## src/rtl/vld_pkg.sv

```systemverilog
// Package: shared widths and the packed FIFO word for the line-delay buffer.
// Assumes one pixel per beat. The field order is fixed because the FIFO word
// layout is relied on: user[31], last[30], keep[29:27], strb[26:24], data[23:0].
package vld_pkg;
    localparam int PIX_W  = 24;
    localparam int SIDE_W = PIX_W / 8;

    typedef struct packed {
        logic              sof;
        logic              eol;
        logic [SIDE_W-1:0] keep;
        logic [SIDE_W-1:0] strb;
        logic [PIX_W-1:0]  pix;
    } beat_t;

    localparam int WORD_W = $bits(beat_t);
endpackage

```

## src/rtl/vld_fifo.sv

```systemverilog
// Module: vld_fifo
// First-word-fall-through FIFO. The head word appears at rd_data whenever
// empty is low. Assumes the caller never writes while full and never reads
// while empty. The assertions guard both. Synchronous active-low reset.
module vld_fifo #(
    parameter int WIDTH = 32,
    parameter int DEPTH = 32,
    localparam int AW   = (DEPTH > 1) ? $clog2(DEPTH) : 1,
    localparam int CW   = $clog2(DEPTH + 1)
) (
    input  logic             clk,
    input  logic             rst_n,
    input  logic             wr_en,
    input  logic [WIDTH-1:0] wr_data,
    input  logic             rd_en,
    output logic [WIDTH-1:0] rd_data,
    output logic             empty,
    output logic             full,
    output logic [CW-1:0]    level
);
    logic [WIDTH-1:0] mem [DEPTH];
    logic [AW-1:0]    wr_ptr;
    logic [AW-1:0]    rd_ptr;

    // Pointer step with wrap at DEPTH-1, so any depth works.
    function automatic logic [AW-1:0] bump(input logic [AW-1:0] p);
        return (p == AW'(DEPTH - 1)) ? '0 : p + 1'b1;
    endfunction

    // Storage write; no reset is needed on the data array.
    always_ff @(posedge clk) begin
        if (wr_en) mem[wr_ptr] <= wr_data;
    end

    // Pointers and occupancy count.
    always_ff @(posedge clk) begin
        if (!rst_n) begin
            wr_ptr <= '0;
            rd_ptr <= '0;
            level  <= '0;
        end else begin
            if (wr_en) wr_ptr <= bump(wr_ptr);
            if (rd_en) rd_ptr <= bump(rd_ptr);
            if (wr_en && !rd_en)      level <= level + 1'b1;
            else if (!wr_en && rd_en) level <= level - 1'b1;
        end
    end

    assign rd_data = mem[rd_ptr];
    assign empty   = (level == '0);
    assign full    = (level == CW'(DEPTH));

    // a write never arrives while the FIFO is full.
    assert_no_overflow_R3: assert property (@(posedge clk) disable iff (!rst_n)
        wr_en |-> (level < CW'(DEPTH)));
    // a read never arrives while empty, so no word is duplicated.
    assert_no_underflow_R4: assert property (@(posedge clk) disable iff (!rst_n)
        rd_en |-> (level != '0));
    // the occupancy count never exceeds the depth.
    assert_level_bound_R3: assert property (@(posedge clk) disable iff (!rst_n)
        level <= CW'(DEPTH));
endmodule

```

## src/rtl/vld_prime.sv

```systemverilog
// Module: vld_prime
// Priming flag. It is set when the first end-of-line beat is accepted after
// reset and then holds until the next reset. Synchronous active-low reset.
module vld_prime (
    input  logic clk,
    input  logic rst_n,
    input  logic line_done,
    output logic primed
);
    // Sticky flag: once set it is cleared only by reset.
    always_ff @(posedge clk) begin
        if (!rst_n)         primed <= 1'b0;
        else if (line_done) primed <= 1'b1;
    end

    // priming is never withdrawn outside reset.
    assert_prime_sticky_R6: assert property (@(posedge clk) disable iff (!rst_n)
        primed |=> primed);
endmodule

```

## src/rtl/vid_line_delay.sv

```systemverilog
// Module: vid_line_delay (top)
// Video stream pass-through that holds the output until one full line is
// buffered. Assumes DEPTH >= MAX_LINE beats, a single clock and one pixel per
// beat. Input backpressure comes straight from the FIFO full flag.
module vid_line_delay #(
    parameter int MAX_LINE = 16,
    parameter int DEPTH    = 32,
    localparam int PW      = vld_pkg::PIX_W,
    localparam int SW      = vld_pkg::SIDE_W,
    localparam int CW      = $clog2(DEPTH + 1)
) (
    input  logic          clk,
    input  logic          rst_n,
    input  logic [PW-1:0] s_tdata,
    input  logic [SW-1:0] s_tstrb,
    input  logic [SW-1:0] s_tkeep,
    input  logic          s_tlast,
    input  logic          s_tuser,
    input  logic          s_tvalid,
    output logic          s_tready,
    output logic [PW-1:0] m_tdata,
    output logic [SW-1:0] m_tstrb,
    output logic [SW-1:0] m_tkeep,
    output logic          m_tlast,
    output logic          m_tuser,
    output logic          m_tvalid,
    input  logic          m_tready
);
    import vld_pkg::*;

    if (DEPTH < MAX_LINE) begin : g_depth_check
        $error("vid_line_delay: DEPTH must hold at least one line");
    end

    beat_t         in_word;
    beat_t         out_word;
    logic          fifo_empty;
    logic          fifo_full;
    logic [CW-1:0] fifo_level;
    logic          wr_en;
    logic          rd_en;
    logic          primed;

    // Pack the incoming beat and its sideband into one FIFO word.
    always_comb begin
        in_word.sof  = s_tuser;
        in_word.eol  = s_tlast;
        in_word.keep = s_tkeep;
        in_word.strb = s_tstrb;
        in_word.pix  = s_tdata;
    end

    assign s_tready = !fifo_full;
    assign wr_en    = s_tvalid && s_tready;
    assign m_tvalid = primed && !fifo_empty;
    assign rd_en    = m_tvalid && m_tready;

    vld_fifo #(.WIDTH(WORD_W), .DEPTH(DEPTH)) fifo_i (
        .clk     (clk),
        .rst_n   (rst_n),
        .wr_en   (wr_en),
        .wr_data (in_word),
        .rd_en   (rd_en),
        .rd_data (out_word),
        .empty   (fifo_empty),
        .full    (fifo_full),
        .level   (fifo_level)
    );

    vld_prime prime_i (
        .clk       (clk),
        .rst_n     (rst_n),
        .line_done (wr_en && s_tlast),
        .primed    (primed)
    );

    // Unpack the FIFO head word onto the master side.
    always_comb begin
        m_tdata = out_word.pix;
        m_tstrb = out_word.strb;
        m_tkeep = out_word.keep;
        m_tlast = out_word.eol;
        m_tuser = out_word.sof;
    end

    // a refused beat stays offered with the same payload.
    assert_hold_R5: assert property (@(posedge clk) disable iff (!rst_n)
        (m_tvalid && !m_tready) |=> (m_tvalid && $stable(m_tdata) && $stable(m_tstrb)
            && $stable(m_tkeep) && $stable(m_tlast) && $stable(m_tuser)));
    // priming takes effect only with the finished line already stored.
    assert_prime_fill_R2: assert property (@(posedge clk) disable iff (!rst_n)
        $rose(primed) |-> (fifo_level != '0));
endmodule

```

## config.mk

```make
export PLATFORM = sky130hd
export DESIGN_NAME = vid_line_delay
export DESIGN_NICKNAME = d
export VERILOG_FILES = /design/src/rtl/vld_pkg.sv /design/src/rtl/vld_fifo.sv /design/src/rtl/vld_prime.sv /design/src/rtl/vid_line_delay.sv
export SDC_FILE = /design/constraint.sdc
export NUM_CORES = 1
export LEC_CHECK = 0
export BUFFER_PORTS_ARGS = -buffer_cell sky130_fd_sc_hd__clkbuf_2
export CORE_MARGIN = 2
export CORE_UTILIZATION = 45
export CTS_BUF_LIST = sky130_fd_sc_hd__clkbuf_8
export DETAILED_ROUTE_END_ITERATION = 6
export HOLD_SLACK_MARGIN = 0.1
export PLACE_DENSITY = 0.71
export SYNTH_ARGS = -nofsm -noshare
export SYNTH_HDL_FRONTEND = slang
export SYNTH_SLANG_ARGS = --single-unit
```

## constraint.sdc

```tcl
create_clock -name clk -period 4.55 [get_ports clk]
set_clock_uncertainty 0.1 [all_clocks]
set_input_delay 0.91 -clock clk [delete_from_list [all_inputs] [get_ports clk]]
set_output_delay 0.91 -clock clk [all_outputs]
set_load 0.005 [all_outputs]
```

After elaboration in Yosys (flattened, before gate mapping)
Memories as Yosys holds them, arrays and structs flattened. A register that Yosys moved wholly into a read port is not among the register bits. Index checks and enable logic that the tools add are counted.

Bits in writable memories: 1024. Output and inout port bits: 34. Memories: 1. Word-level logic and storage cells: 32. Register bits: 17. Input port bits: 36.

Memory list: fifo_i.mem (words 32, width 32, read ports 1, clocked after memory_dff 1, write ports 1, line vld_fifo.sv:21) `logic [WIDTH-1:0] mem [DEPTH];`.

Eq/ne operators: 3. Muxes and demuxes: 8. Reduce and logical (&&, ||, !) cells: 12. Add/subtract/negate cells: 4.

Operators by type and width (count): 5-bit 2-to-1 mux (4); 6-bit 2-to-1 mux (2); 5-bit by 1-bit adder with 5-bit output, second input constant (2); 5-bit equality test, second input constant (2); 6-bit by 1-bit adder with 6-bit output, second input constant (1); 6-bit equality test, second input constant (1); 1-bit logical AND (6); 6-bit logical NOT (1); 6-bit by 1-bit subtractor with 6-bit output, second input constant (1); 1-bit logical NOT (4); 1-bit 2-to-1 mux (2); 2-bit nonzero test (1).

Depth between registers and ports, before layout
Gate-level depths: netlist of run 1.

Depth after elaboration: 7. Gate-level depth with buffers: 10. Gate-level depth less buffers: 10.

Hierarchy
From an unflattened synthesis of run 1, not the netlist that was laid out.

Cells, all modules: 2061. Area, all modules: 40465.1 um^2.

Modules (own cells, without submodules): vld_fifo (instances 1, seq. area each 31169.9 um^2, area each 40403.8 um^2, cells each 2054); vid_line_delay (instances 1, seq. area each 0.0 um^2, area each 33.8 um^2, cells each 5); vld_prime (instances 1, seq. area each 20.0 um^2, area each 27.5 um^2, cells each 2).

Worst setup path after synthesis of run 1
No wires, ideal clock.

Path kind: in2reg. Start: input s_tvalid. End: memory fifo_i.mem[30][0] (enable). Path buffers: 0. Arrival time: 2.693 ns. Slack: 1.336 ns. Cell stages on the path: 4. Library setup time: 0.421 ns. Data required time: 4.029 ns. Path through: o31ai_2 -> inv_2 -> nand2_1 -> nor2_1.

Word-level cells in the longest chain between the ends: 3.

Ends and longest elaborated chain: from (decl) (line vid_line_delay.sv:19) `input logic s_tvalid,`; 1-bit logical AND (line vid_line_delay.sv:54) `assign wr_en = s_tvalid && s_tready;`; named net fifo_i.wr_en (line vld_fifo.sv:13) `input logic wr_en,`; 1-bit 2-to-1 mux (line vld_fifo.sv:32) `if (wr_en) mem[wr_ptr] <= wr_data;`; 1-bit 2-to-1 mux (not written as such) (line vld_fifo.sv:32); to (decl) (line vld_fifo.sv:21).

The timed path passes the listed nets, and every way through them passes these cells.

==> results by group, run 1 <==
Job
  • MaxCap Viol Count: 0

Synthesis
  • Post-synth EDFFs: 1024
  • Post-Syn Nets: 2101
  • Primary FF master, synth: edfxtp_1
  • Leading post-synthesis cells by cell area: edfxtp_1 76%, mux4_2 7.1%, mux2_2 5.3%
  • Distinct cells, synth: 45
  • Count leader, synth: edfxtp_1
  • Yosys warning count: 0
  • Avg Inst Size Synth: 19.71 µm²
  • Post-synth top area share: 0.7604
  • Seq/Total Area, Yosys: 0.7713
  • Synth Cell Area: 0.04044 mm²
  • FF+latch count, synth: 1046
  • Cells after Synth: 2052
  • Most frequent cells after synthesis: 1024 x edfxtp_1, 192 x mux2_2, 128 x mux4_2
  • Fraction of registers with async set/reset: 0
  • Cell taking the most area after synthesis: edfxtp_1

Finish
  • Non-filler cells, final: 3525
  • Post-layout nets: 2290
  • Area grow syn2layout: 13.37%
  • Layout cells sized above 1: 0.3014
  • Filler instances: 6786

Clocking
  • CTS max path bufs: 3
  • Worst-skew pair later-pin latency: 810 ps
  • Clk pin slew, worst setup/hold paths: 60 ps
  • TritonCTS buffer count: 156
  • Post-CTS Hold Buffers: 0
  • CTS Root Cell: clkbuf_8
  • H-tree depth: 4
  • CTS tree: done
  • Post-CTS setup buffer count: 1
  • Clock sink count: 1046
  • Cts repair resizes: 0

Die
  • Initial core utilization: 0.4555
  • DIE AREA: 0.09228 mm²
  • Top Ports: 70
  • Core Rows: 109
  • Die Y: 303.8 µm
  • Die width: 303.8 µm
  • Core Area: 0.08878 mm²

Global route
  • Remaining global-route overflow: 0
  • First-pass GRT wire length: 142000 µm
  • GR Util All Layers: 0.2111
  • Vias in the first global route: 21393
  • Largest net degree at the start of global routing: 65
  • Initial antenna violation count: 9

STA
  • Final Cycle Share: 0.9581
  • Fin. Hold Viols: 0
  • Slew @ Worst Pin: 994.6 ps
  • RSZ-0062 raised after global routing: no
  • Relative slew slack: 0.3353
  • Setup violators final: 0
  • Setup_tns: 0 ps
  • Fin crit period: 4360 ps
  • Fmax: 0.2294 GHz
  • Slew Viols, Final: 0

Power
  • Leakage: 14.29 nW
  • Power per cell area: 414.1 mW/mm²
  • Peak VDD IR: 0.2528 mV

Detailed routing
  • Starting DRT DRC Count: 2273
  • Post-DRT Antenna Nets: 0
  • Vias per cell: 5.974
  • Wire per inst: 27.57 µm
  • Initial DRT Pass Iterations: 5
  • DRC Markers: 0
  • Via count: 21057
  • Routed WL: 97170 µm

Min path
  • Worst Hold Class: reg2reg

Placement
  • Placed Cells incl. Taps: 3247
  • DP Wirelength: 54500 µm
  • I/O Buffers: 69
  • GPL Wtd Cong: 0.7951

Status
  • Outcome: finished, final reports clean

Critical path
  • Worst Path Max Fanout: 33
  • Setup CP Type: reg2out
  • CP Launch Type: register
  • Worst EP arrival: 3350 ps
  • Worst reg2reg setup slack: 970 ps
  • Kind of end point of the critical path: primary output
  • Worst endpoint required time: 3540 ps
[worst max-delay path, stage by stage, from the launching register on]
cell	delay (ps)
dfxtp_4	670
buf_4	470
mux2_2	390
o22ai_1	160
nor3_1	80
or4_1	590
clkbuf_2	150
[cell families (layout without fill, tap and decap cells)]
group | after synthesis | in the layout | synth area share
other cells | 0 | 1 | 0
simple gates | 257 | 257 | 0.03555
fa+ha+maj | 13 | 13 | 0.004208
compound gates | 286 | 286 | 0.04901
mux | 323 | 323 | 0.1255
buf+inv | 124 | 431 | 0.01377
flops | 1046 | 1046 | 0.7713
xor+xnor | 3 | 3 | 0.0006499
[cell usage in the layout (no fill, tap or decap), types with 19 or more instances in the layout]
master       n
a211oi_1    66
a22o_1      64
buf_12      27
buf_4       52
clkbuf_2    69
clkbuf_8   161
clkinv_1    42
dfxtp_1     20
edfxtp_1  1024
inv_1       50
mux2_2     192
mux4_2     128
nand2_1     19
nor2_4      35
nor2b_1     67
nor3_1      65
o21ai_0     70
o22ai_1     64
or4_1       35
[state kept, by name, summed over array words and instances, names as in the netlist, named ones only]
register and flops:
fifo_i.wr_ptr 5, fifo_i.level 6, fifo_i.rd_ptr 5, prime_i.primed 1
fifo_i.mem 1024
[worst paths after layout]
kind / startpoint / endpoint / cells after the start
max: register / m_tdata[12] / 6
min reg2reg: fifo_i.level[5] / fifo_i.level[5] / 2
min: fifo_i.level[5] / fifo_i.level[5] / 2
max reg2reg: fifo_i.level[0] / fifo_i.mem[31][3] / 6
[through the flow]
step | power [W] | area (µm²) | worst slack, ps | hold slack [ps] | utilization
floorplan | 0.01151 | 40440 | 1336 | 371.1 | -
global placement | 0.01199 | 42930 | 889.6 | 386.2 | 0.4836
detailed placement | 0.01204 | 42930 | 856.5 | 400.6 | 0.4836
CTS | 0.01912 | 45840 | 100.1 | 371.1 | 0.5163
global route | 0.01959 | 45850 | 41.87 | 435.5 | 0.5164
finish | 0.01899 | 45850 | 190.4 | 410.1 | 0.5164
[power breakdown]
| part | total (W) | internal, W | switching, W |
|---|---|---|---|
| clock network | 0.00715 | 0.00363 | 0.00352 |
| logic | 0.00105 | 0.000379 | 0.000673 |
| registers | 0.0108 | 0.0107 | 0.0000598 |
| total | 0.0190 | 0.0147 | 0.00425 |
[metal layers]
metal  vias up  global-route usage  share of wire  routed length (µm)
li1       8855                   -              -                   -
met1     11026              0.2870           0.40               39200
met2       999              0.3358           0.48               46820
met3       171             0.04972          0.088                8513
met4         6             0.07428          0.027                2596
met5         -                   0        0.00037                  36
[final cells by class]
cell class	count	area, µm²	area share
multi-input cells	882	8980	0.1959
inverters	6	22.52	0.0004913
flip-flops and latches	1046	31200	0.6805
clock inverters	115	665.6	0.01452
well taps	1165	1458	0.03180
clock buffers	161	2216	0.04833
repair buffers	149	1304	0.02844
diodes	1	2.502	0.00005458
(Power assumes the default switching activity.)
==> run 2, diff against run 1 <==
--- a/config.mk
+++ b/config.mk
@@ -12,6 +12,8 @@
 export DETAILED_ROUTE_END_ITERATION = 6
 export HOLD_SLACK_MARGIN = 0.1
 export PLACE_DENSITY = 0.71
+export RECOVER_POWER = 25
 export SYNTH_ARGS = -nofsm -noshare
 export SYNTH_HDL_FRONTEND = slang
+export SYNTH_HIERARCHICAL = 1
 export SYNTH_SLANG_ARGS = --single-unit
==> results by group, run 2 <==
Status
  • Outcome: finished, final reports clean

STA
  • Fin crit period: 4454 ps (+94.73 ps)
  • Relative slew slack: 0.1010 (-0.2343)
  • Setup violators final: 0 (unchanged)
  • Slew Viols, Final: 0 (unchanged)
  • Fmax: 0.2245 GHz (-2.1%)
  • Setup_tns: 0 ps (unchanged)
  • Final Cycle Share: 0.9790 (+0.02082)
  • Worst hold slack: 349.0 ps (-61.04 ps)
  • RSZ-0062 raised after global routing: yes
  • Slew @ Worst Pin: 1348 ps (+353.8 ps)
  • Fin. Hold Viols: 0 (unchanged)

Die
  • DIE AREA: 0.09234 mm² (about the same)
  • Core Rows: 109 (unchanged)
  • Initial core utilization: 0.4558 (about the same)
  • Core Area: 0.08878 mm² (unchanged)
  • Die width: 303.9 µm (about the same)
  • Top Ports: 70 (unchanged)
  • Die Y: 303.9 µm (about the same)

Finish
  • Util after Layout: 0.5171 (+0.0007750)
  • Seq. cell area: 0.03120 mm² (unchanged)
  • Filler instances: 6778 (-0.12%)
  • Commonest non-fill, non-tap cells in the layout: 1024 x edfxtp_1, 193 x mux2_2, 156 x clkbuf_8
  • Biggest register: fifo_i/mem
  • Area grow syn2layout: 13.47% (about the same)
  • Layout cells sized above 1: 0.2887 (-0.01266)
  • Max FFs per register: 1024 (unchanged)
  • Largest regs: fifo_i/mem: 1024 flops, fifo_i/level: 6 flops
  • Most common cell after layout, fill and taps aside: edfxtp_1
  • Post-layout nets: 2299 (+0.39%)
  • Multi-input gate area: 0.008992 mm² (+0.14%)
  • Design Area, Final: 0.04591 mm² (+0.15%)

Power
  • Pwr Total: 0.01869 W (-1.6%)
  • Comb power frac: 0.058 (+0.003)
  • Power per cell area: 407.0 mW/mm² (-1.7%)
  • Switching power: 0.004202 W (-1.2%)
  • Clock network power share: 0.365 (-0.012)
  • Switching Share: 0.2248 (+0.0008498)
  • Peak VDD IR: 0.2812 mV (+11%)
  • Leakage: 14.29 nW (about the same)
  • Int Pwr: 0.01449 W (-1.7%)
  • Flop pwr share: 0.577 (+0.009)

Global route
  • Vias in the first global route: 21454 (+0.29%)
  • GR Util All Layers: 0.2078 (-0.003348)
  • Largest net degree at the start of global routing: 62 (-4.6%)
  • First-pass GRT wire length: 140000 µm (-1.4%)
  • Initial antenna violation count: 7 (-2)
  • Remaining global-route overflow: 0 (unchanged)

Clocking
  • Post-CTS Hold Buffers: 0 (unchanged)
  • Clock sink count: 1046 (unchanged)
  • Worst-skew pair later-pin latency: 810 ps (about the same)
  • CTS Root Cell: clkbuf_8
  • CTS tree: done
  • TritonCTS buffer count: 155 (-0.64%)
  • Clk pin slew, worst setup/hold paths: 60 ps (about the same)
  • H-tree depth: 4 (unchanged)
  • CTS max path bufs: 3 (unchanged)

Synthesis
  • Compound-Gate Fraction of Synth Area: 0.04774 (-0.001270)
  • Cell taking the most area after synthesis: edfxtp_1
  • Adder-cell share of the synthesized area: 0.004514 (+0.0003063)
  • Fraction of registers with async set/reset: 0 (unchanged)
  • Post-synth top area share: 0.7599 (about the same)
  • Post-synth EDFFs: 1024 (unchanged)
  • Seq/Total Area, Yosys: 0.7708 (about the same)
  • Synth Cell Area: 0.04047 mm² (about the same)
  • FF+latch count, synth: 1046 (unchanged)
  • Avg Inst Size Synth: 19.63 µm² (-0.37%)
  • Cells after Synth: 2061 (+0.44%)
  • Post-Syn Nets: 2111 (+0.48%)
  • Leading post-synthesis cells by cell area: edfxtp_1 76%, mux4_2 7.1%, mux2_2 5.4%
  • Distinct cells, synth: 47 (+4.4%)
  • Mux contribution to synthesized area: 0.1257 (+0.0001929)
  • Largest family of logic cells by synthesized area: multiplexers
  • Primary FF master, synth: edfxtp_1
  • Yosys warning count: 6 (+6)
  • Count leader, synth: edfxtp_1
  • XOR/XNOR Fraction of Synth Area: 0.0004329 (-0.0002169)
  • Simple-gate share of the synthesized area: 0.03661 (+0.001058)
  • Most frequent cells after synthesis: 1024 x edfxtp_1, 193 x mux2_2, 128 x mux4_2

Critical path
  • Worst Path Max Fanout: 23 (-30%)
  • Crit-path cells: nand2b_2 > buf_4 > o21ai_0 > nor3_1 > or4_1 > clkbuf_2
  • Crit-path slowest cell: or4_1
  • Worst EP arrival: 3440 ps (+90 ps)
  • Kind of end point of the critical path: primary output
  • CP max stage delay: 610 ps (-60 ps)
  • Family with the most delay on the worst path: simple AND/OR/NAND/NOR gates
  • Worst endpoint required time: 3540 ps (about the same)
  • Crit path buf inv count: 2 (unchanged)
  • Setup CP Type: reg2out
  • CP Launch Type: register

Detailed routing
  • Vias per cell: 5.925 (-0.82%)
  • Routed WL: 96110 µm (-1.1%)
  • DRC Markers: 0 (unchanged)
  • Wire per inst: 27.22 µm (-1.3%)
  • Starting DRT DRC Count: 2509 (+10%)
  • Initial DRT Pass Iterations: 5 (unchanged)
  • Post-DRT Antenna Nets: 0 (unchanged)
  • Via count: 20920 (-0.65%)

Placement
  • DP Wirelength: 54090 µm (-0.74%)
  • GPL Wtd Cong: 0.7903 (-0.60%)
  • Placed cell area: 0.04315 mm² (+0.51%)
  • I/O Buffers: 69 (unchanged)

Job
  • MaxCap Viol Count: 0 (unchanged)

Min path
  • Worst Hold Class: in2reg
[run 2: worst paths after layout]
path / slack (ps) / to / depth (start not counted) / startpoint
setup reg to reg: 1190 / fifo_i/level[5] / 10 / fifo_i/level[0]
setup / recovery: 100 / m_tkeep[0] / 6 / register
hold / removal: 350 / prime_i/primed / 2 / rst_n
hold reg to reg: 390 / prime_i/primed / 1 / prime_i/primed
[run 2: area by class of cell]
cell class / count / share of cell area
antenna: 4 / 0.0002180
clock buffer: 156 / 0.04676
clock inverter: 114 / 0.01278
inverter: 8 / 0.0006540
multi-input combinational: 887 / 0.1959
sequential: 1046 / 0.6795
tap: 1165 / 0.03175
timing repair buffer: 151 / 0.03251
[run 2: what timing repair did]
action	4_1_cts	5_1_grt
gates cloned	0	0
resized for setup	2	2
endpoints found under the setup margin	7	11
setup buffers	1	0
[run 2: routing by layer]
layer | GRT usage | share of wire
met1 | 0.2755 | 0.39
met2 | 0.3354 | 0.49
met3 | 0.05551 | 0.094
met4 | 0.06803 | 0.026
met5 | 0 | 0.00014
[run 2: power groups by stage]
stage	Clock [W]	Sequential, W	Combinational, W
2_1_floorplan	0	0.0110	0.000549
3_3_place_gp	0	0.0110	0.00104
3_5_place_dp	0	0.0110	0.00108
4_1_cts	0.00695	0.0108	0.00108
5_1_grt	0.00735	0.0108	0.00116
6_report	0.00682	0.0108	0.00108
[run 2: kinds of logic (layout without fill, tap and decap cells)]
logic type / Yosys count / count (layout)
flip-flops: 1046 / 1046
multiplexers: 324 / 324
AO/OA/AOI/OAI: 282 / 282
AND/OR/NAND/NOR: 265 / 265
buffers and inverters: 128 / 429
adder cells (fa/ha/maj): 14 / 14
XOR/XNOR: 2 / 2
other: 0 / 4
[run 2: metrics by stage]
step           setup WS, ps  std cells
6_report              95.71       3531
5_1_grt              -35.91       3528
4_1_cts               21.68       3527
3_5_place_dp          794.1       3256
3_3_place_gp          816.1       3256
2_1_floorplan          1045       2061
